**src/rtl/ssp_pkg.sv**
```systemverilog
package ssp_pkg;
   // Pins from the external master that are brought into the clk domain.
   typedef struct packed {
      logic sclk;
      logic tfs;
      logic rfs;
      logic rxd;
   } ssp_pins_t;

   localparam int PINS_W = $bits(ssp_pins_t);
endpackage

```
**src/rtl/ssp_sync.sv**
```systemverilog
module ssp_sync #(
   parameter int WIDTH  = 4,
   parameter int STAGES = 2
) (
   input  logic             clk,
   input  logic             rst_n,
   input  logic [WIDTH-1:0] d,
   output logic [WIDTH-1:0] q
);
   if (STAGES < 0) begin : g_bad_stages
      $error("ssp_sync: STAGES must not be negative");
   end

   if (STAGES == 0) begin : g_direct
      assign q = d;
   end else begin : g_chain
      logic [WIDTH-1:0] chain [STAGES];
      always_ff @(posedge clk or negedge rst_n) begin
         if (!rst_n) begin
            for (int i = 0; i < STAGES; i++) chain[i] <= '0;
         end else begin
            chain[0] <= d;
            for (int i = 1; i < STAGES; i++) chain[i] <= chain[i-1];
         end
      end
      assign q = chain[STAGES-1];
   end
endmodule

```
**src/rtl/ssp_tx_path.sv**
```systemverilog
module ssp_tx_path #(
   parameter int WORD_W    = 16,
   parameter int READY_BIT = 1
) (
   input  logic              clk,
   input  logic              rst_n,
   input  logic              sclk_rise,
   input  logic              sclk_fall,
   input  logic              fs,
   input  logic              wr,
   input  logic [WORD_W-1:0] wdata,
   output logic              txd,
   output logic              ready,
   output logic              underflow
);
   localparam int CNT_W = $clog2(WORD_W);
   localparam logic [CNT_W-1:0] LAST_IDX  = CNT_W'(WORD_W - 1);
   localparam logic [CNT_W-1:0] READY_IDX = CNT_W'(READY_BIT);

   logic [WORD_W-1:0] hold, shreg;
   logic              hold_full, active;
   logic [CNT_W-1:0]  cnt;

   always_ff @(posedge clk or negedge rst_n) begin
      if (!rst_n) begin
         hold      <= '0;
         shreg     <= '0;
         hold_full <= 1'b0;
         active    <= 1'b0;
         cnt       <= '0;
         txd       <= 1'b0;
         ready     <= 1'b0;
         underflow <= 1'b0;
      end else begin
         ready <= 1'b0;
         // accept a frame sync only between words
         if (sclk_fall && fs && !active) begin
            shreg     <= hold_full ? hold : '0;
            active    <= 1'b1;
            cnt       <= '0;
            hold_full <= 1'b0;
            if (!hold_full) underflow <= 1'b1;
         end
         if (sclk_rise) begin
            if (active) begin
               txd   <= shreg[WORD_W-1];
               shreg <= {shreg[WORD_W-2:0], 1'b0};
               cnt   <= cnt + 1'b1;
               if (cnt == READY_IDX) ready  <= 1'b1;
               if (cnt == LAST_IDX)  active <= 1'b0;
            end else begin
               txd <= 1'b0;
            end
         end
         // a write in the same cycle as a transfer refills the register
         if (wr) begin
            hold      <= wdata;
            hold_full <= 1'b1;
            underflow <= 1'b0;
         end
      end
   end
endmodule

```
**src/rtl/ssp_rx_path.sv**
```systemverilog
module ssp_rx_path #(
   parameter int WORD_W = 16
) (
   input  logic              clk,
   input  logic              rst_n,
   input  logic              sclk_fall,
   input  logic              fs,
   input  logic              sdi,
   input  logic              rd,
   output logic [WORD_W-1:0] data,
   output logic              done,
   output logic              overflow
);
   localparam int CNT_W = $clog2(WORD_W);
   localparam logic [CNT_W-1:0] LAST_IDX = CNT_W'(WORD_W - 1);

   logic [WORD_W-2:0] shreg;
   logic [CNT_W-1:0]  cnt;
   logic              active, unread, last_bit;

   assign last_bit = active && (cnt == LAST_IDX);

   always_ff @(posedge clk or negedge rst_n) begin
      if (!rst_n) begin
         shreg    <= '0;
         cnt      <= '0;
         active   <= 1'b0;
         unread   <= 1'b0;
         data     <= '0;
         done     <= 1'b0;
         overflow <= 1'b0;
      end else begin
         done <= 1'b0;
         if (rd) begin
            unread   <= 1'b0;
            overflow <= 1'b0;
         end
         if (sclk_fall) begin
            if (active) begin
               shreg <= {shreg[WORD_W-3:0], sdi};
               cnt   <= cnt + 1'b1;
               if (last_bit) begin
                  data   <= {shreg, sdi};
                  done   <= 1'b1;
                  active <= 1'b0;
                  unread <= 1'b1;
                  if (unread && !rd) overflow <= 1'b1;
               end
            end
            // a sync on the last bit chains the next word
            if (fs && (!active || last_bit)) begin
               active <= 1'b1;
               cnt    <= '0;
            end
         end
      end
   end
endmodule

```
**src/rtl/sync_serial_port.sv**
```systemverilog
module sync_serial_port #(
   parameter int WORD_W      = 16,
   parameter int SYNC_STAGES = 2,
   parameter int READY_BIT   = 1
) (
   input  logic              clk,
   input  logic              rst_n,
   input  logic              sclk,
   input  logic              tfs,
   input  logic              rfs,
   input  logic              rxd,
   input  logic              tx_wr,
   input  logic [WORD_W-1:0] tx_data,
   input  logic              rx_rd,
   output logic              txd,
   output logic              tx_ready,
   output logic              tx_underflow,
   output logic [WORD_W-1:0] rx_data,
   output logic              rx_done,
   output logic              rx_overflow
);
   import ssp_pkg::*;

   if (WORD_W < 4) begin : g_bad_width
      $error("sync_serial_port: WORD_W must be at least 4");
   end
   if (READY_BIT < 0 || READY_BIT >= WORD_W) begin : g_bad_ready
      $error("sync_serial_port: READY_BIT must index a bit of the word");
   end

   ssp_pins_t pins_raw, pins_s;
   logic      sclk_d, sclk_rise, sclk_fall;

   assign pins_raw = '{sclk: sclk, tfs: tfs, rfs: rfs, rxd: rxd};

   ssp_sync #(.WIDTH(PINS_W), .STAGES(SYNC_STAGES)) u_sync (
      .clk(clk), .rst_n(rst_n), .d(pins_raw), .q(pins_s)
   );

   always_ff @(posedge clk or negedge rst_n) begin
      if (!rst_n) sclk_d <= 1'b0;
      else        sclk_d <= pins_s.sclk;
   end
   assign sclk_rise = pins_s.sclk & ~sclk_d;
   assign sclk_fall = ~pins_s.sclk & sclk_d;

   ssp_tx_path #(.WORD_W(WORD_W), .READY_BIT(READY_BIT)) u_tx (
      .clk(clk), .rst_n(rst_n), .sclk_rise(sclk_rise), .sclk_fall(sclk_fall),
      .fs(pins_s.tfs), .wr(tx_wr), .wdata(tx_data),
      .txd(txd), .ready(tx_ready), .underflow(tx_underflow)
   );

   ssp_rx_path #(.WORD_W(WORD_W)) u_rx (
      .clk(clk), .rst_n(rst_n), .sclk_fall(sclk_fall),
      .fs(pins_s.rfs), .sdi(pins_s.rxd), .rd(rx_rd),
      .data(rx_data), .done(rx_done), .overflow(rx_overflow)
   );
endmodule

```
**config.mk**
```make
export PLATFORM = sky130hd
export DESIGN_NAME = sync_serial_port
export DESIGN_NICKNAME = d
export VERILOG_FILES = /design/src/rtl/ssp_pkg.sv /design/src/rtl/ssp_sync.sv /design/src/rtl/ssp_tx_path.sv /design/src/rtl/ssp_rx_path.sv /design/src/rtl/sync_serial_port.sv
export SDC_FILE = /design/constraint.sdc
export NUM_CORES = 1
export LEC_CHECK = 0
export ABC_CLOCK_PERIOD_IN_PS = 2890
export BUFFER_PORTS_ARGS = -buffer_cell sky130_fd_sc_hd__buf_2
export CELL_PAD_IN_SITES_DETAIL_PLACEMENT = 1
export CELL_PAD_IN_SITES_GLOBAL_PLACEMENT = 2
export CORE_ASPECT_RATIO = 0.75
export CORE_MARGIN = 3
export CORE_UTILIZATION = 30
export DETAILED_ROUTE_END_ITERATION = 10
export MAX_ROUTING_LAYER = met4
export PLACE_DENSITY_LB_ADDON = 0.1
export REMOVE_ABC_BUFFERS = 1
export SETUP_SLACK_MARGIN = 0.15
export SLEW_MARGIN = 15
export SYNTH_ARGS = -nofsm -noshare
export SYNTH_HDL_FRONTEND = slang
export SYNTH_SLANG_ARGS = --single-unit
```
**constraint.sdc**
```tcl
create_clock -name clk -period 2.89 [get_ports clk]
set_input_delay 0 -clock clk [delete_from_list [all_inputs] [get_ports clk]]
set_output_delay 0 -clock clk [all_outputs]
set_load 0.05 [all_outputs]
```
==> results.json <==
{
  "status": "finished, final reports clean",
  "powerDensity_nw_per_um2": 783,
  "dp_hpwl_mm": 4.88,
  "seq_power_share_pct": 48.4,
  "first_iter_violations": 124,
  "avgRoutedWirePerCell_um": 14.9,
  "report.final.hold_viol_count": 0,
  "setup_viol": 0,
  "power_mw": 3.48,
  "cp_slowest_cell": "and4bb_1",
  "synth-seq-cells": 89,
  "ys.flop_type": "dfrtp_1",
  "hold_path_class": "in -> reg",
  "drc": 0,
  "nNetsFinal": 396,
  "switchingPower_mw": 1.06,
  "coreArea_um2": 11300,
  "path_clk_slew_ns": 0.07,
  "ir_drop_mv": 0.297,
  "antenna_found_initial": 0,
  "pin_count": 45,
  "cts_setup_buffers": 0,
  "setup_ws_ns": 1.13,
  "hold_path_depth": 2,
  "gp_congestion": 0.723,
  "rsz0062_at_grt": "false",
  "syn_area_per_cell_um2": 11.7,
  "p_comb_share_pct": 17.1,
  "worstSetupPathType": "reg -> reg",
  "period_needed_ns": 1.76,
  "grt_max_degree": 59,
  "synthesis.area_um2": 3570,
  "fmax_ghz": 0.567,
  "dr.pass1.iters": 4,
  "via_per_inst": 4.53,
  "dp.cells": 493,
  "yosysWarnings": 0,
  "final.setup.tns_ns": 0,
  "start_kind": "flip-flop",
  "row_count": 33,
  "tightestPinTransition_ns": 0.757,
  "dieHeight_um": 100,
  "cap_violations": 0,
  "synth_cell_types": 38,
  "grt_pass1_wl_mm": 13.5,
  "clock_sinks": 89,
  "cts_tree": "yes",
  "maxSlewViolCount": 0,
  "fin_crit_sh_pct": 61.0,
  "fin_worst_skew_ns": 0.00744,
  "grt_pass1_vias": 2575,
  "worstRegToRegCells": 3,
  "start_util_pct": 31.7,
  "portBuffers": 44,
  "htreeDepth": 3,
  "seqCellArea_um2": 2230,
  "max_slew_margin_pct": 49.5,
  "clockBufferDepth": 2,
  "routed_wl_mm": 7.93,
  "required_ns": 3.15,
  "nFillCells": 1224,
  "clock_latency_ns": 0.34,
  "grt_util_all_layers_pct": 13.3,
  "crit_arrival_ns": 2.02,
  "async_reset_ff_share_pct": 100,
  "detail-route-antenna-nets": 0,
  "intPower_mw": 2.42,
  "dieArea_um2": 13300,
  "synthCells": 306,
  "multiInputGateArea_um2": 1230,
  "switching_share_pct": 30.4,
  "die_x_um": 132,
  "clkPwrFrac_pct": 34.5,
  "crit_chain": "and4bb_1 > nand3_1 > a31oi_1",
  "crit_fanout": 18,
  "seq_area_frac_synth_pct": 62.4,
  "place_ws_ns": 1.11,
  "grt_remaining_overflow": 0,
  "vias": 2404,
  "power_leakage_nw": 2.20,
  "cts_resized": 0,
  "cts-root-buf": "clkbuf_16",
  "endpoint_kind": "flip-flop",
  "layoutNonFillerInstCount": 531,
  "numCtsBuffers": 9,
  "areaGrowthSynthToFinish_pct": 24.5,
  "cpPeakStageDelay_ns": 0.73,
  "diodes": 0,
  "ctsHoldBuffers": 22,
  "drive_above_1_share_pct": 22.5,
  "synth_edf_count": 0
}
-- layout by cell type, fill, tap and decap left out, types with 3 or more instances in the layout --
| cell | instances |
|---|---|
| buf_2 | 43 |
| o21ai_0 | 3 |
| mux2i_1 | 3 |
| inv_1 | 3 |
| dfrtp_1 | 89 |
| clkbuf_16 | 9 |
| dlygate4sd3_1 | 22 |
| a21oi_1 | 6 |
| buf_4 | 5 |
| nand2_1 | 70 |
| nand3b_1 | 3 |
| ha_1 | 3 |
| mux2_2 | 18 |
| clkinvlp_4 | 3 |
| nor2_1 | 17 |
| nand3_1 | 19 |
| a31oi_1 | 16 |
| mux2_1 | 14 |
-- metrics by stage --
stage	cell area [µm²]	util [%]	hold slack (ns)
after floorplan	3470	-	-0.296
after global placement	3920	34.8	0.108
after detailed placement	3920	34.8	0.110
after CTS	4450	39.4	0.122
after global routing	4450	39.4	0.146
final	4450	39.4	0.105
-- final timing paths --
kind | startpoint | endpoint | slack (ns)
max | sclk_d$_DFF_PN0_ | u_tx.shreg[15]$_DFF_PN0_ | 1.13
min | tx_wr | u_tx.underflow$_DFFE_PN0P_ | 0.11
max reg2reg | sclk_d$_DFF_PN0_ | u_tx.shreg[15]$_DFF_PN0_ | 1.13
min reg2reg | u_sync.g_chain.chain[6]$_DFF_PN0_ | u_sync.q[2]$_DFF_PN0_ | 0.35
max in group asynchronous | rst_n | u_rx.data[1]$_DFFE_PN0P_ | 1.88
min in group asynchronous | rst_n | u_rx.cnt[0]$_DFFE_PN0P_ | 0.29
-- power by group through the flow --
stage                     logic [mW]  clock network [mW]  registers [mW]
after floorplan                0.294                   0            1.78
after global routing           0.680                1.29            1.73
final                          0.595                1.20            1.68
after CTS                      0.609                1.24            1.69
after global placement         0.564                   0            1.70
after detailed placement       0.585                   0            1.71
-- routing by layer --
layer	GRT usage [%]	wire, µm	vias up
met5	-	0	-
met4	4.36	121	0
met3	3.64	214	10
met2	18.6	3360	37
met1	18.8	4230	1188
li1	-	-	1169
-- sequential cells by signal, summed over array words and instances, names as in the netlist --
register	flops
u_sync.g_chain.chain	4
u_tx.shreg	16
u_rx.data	16
u_rx.active	1
u_tx.ready	1
u_rx.unread	1
u_tx.txd	1
u_rx.done	1
u_rx.shreg	15
u_tx.hold_full	1
u_rx.overflow	1
u_tx.underflow	1
u_tx.hold	16
u_tx.active	1
u_rx.cnt	4
u_tx.cnt	4
u_sync.q	4
sclk_d	1
-- cell type report --
type                    count  share of cell area [%]
flip-flops and latches     89                    50.1
inverters                   3                   0.253
clock inverters             6                    1.49
multi-input cells         196                    27.7
well taps                 157                    4.42
repair buffers             70                    10.6
clock buffers              10                    5.38
-- cell usage after synthesis (2+ instances only) --
| cell | instances | area, µm² |
|---|---|---|
| a21o_1 | 2 | 15.0 |
| dfrtp_1 | 89 | 2230 |
| o21ai_0 | 3 | 15.0 |
| buf_2 | 9 | 45.0 |
| a31oi_1 | 16 | 100 |
| nand3b_1 | 3 | 22.5 |
| a22o_1 | 2 | 17.5 |
| ha_1 | 3 | 37.5 |
| clkbuf_1 | 4 | 15.0 |
| mux2_2 | 18 | 203 |
| nand3_1 | 19 | 95.1 |
| nand2_1 | 70 | 263 |
| nor2_1 | 17 | 63.8 |
| a21oi_1 | 6 | 30.0 |
| nand4_1 | 2 | 12.5 |
| nand2b_1 | 2 | 12.5 |
| inv_1 | 3 | 11.3 |
| mux2_1 | 14 | 158 |
| mux2i_1 | 3 | 30.0 |
| buf_6 | 2 | 22.5 |
| and3b_1 | 2 | 17.5 |
-- cells by family (layout without fill, tap and decap cells) --
logic type                 count (synthesis)  after routing  share of synthesized area [%]
AOI/OAI and AO/OA                         34             34                           6.03
adders and majority gates                  3              3                           1.05
buffers and inverters                     21             89                           3.08
DFF                                       89             89                           62.4
muxes                                     35             35                           10.9
and+or+nand+nor                          124            124                           16.5
-- critical path: cells and delay by family, from the launching register on --
kind             cells  cell delay, ns
AND/OR/NAND/NOR      2            0.91
flip-flops           1            0.54
AO/OA/AOI/OAI        1            0.22
No activity file was read; power rests on OpenSTA's default activity.
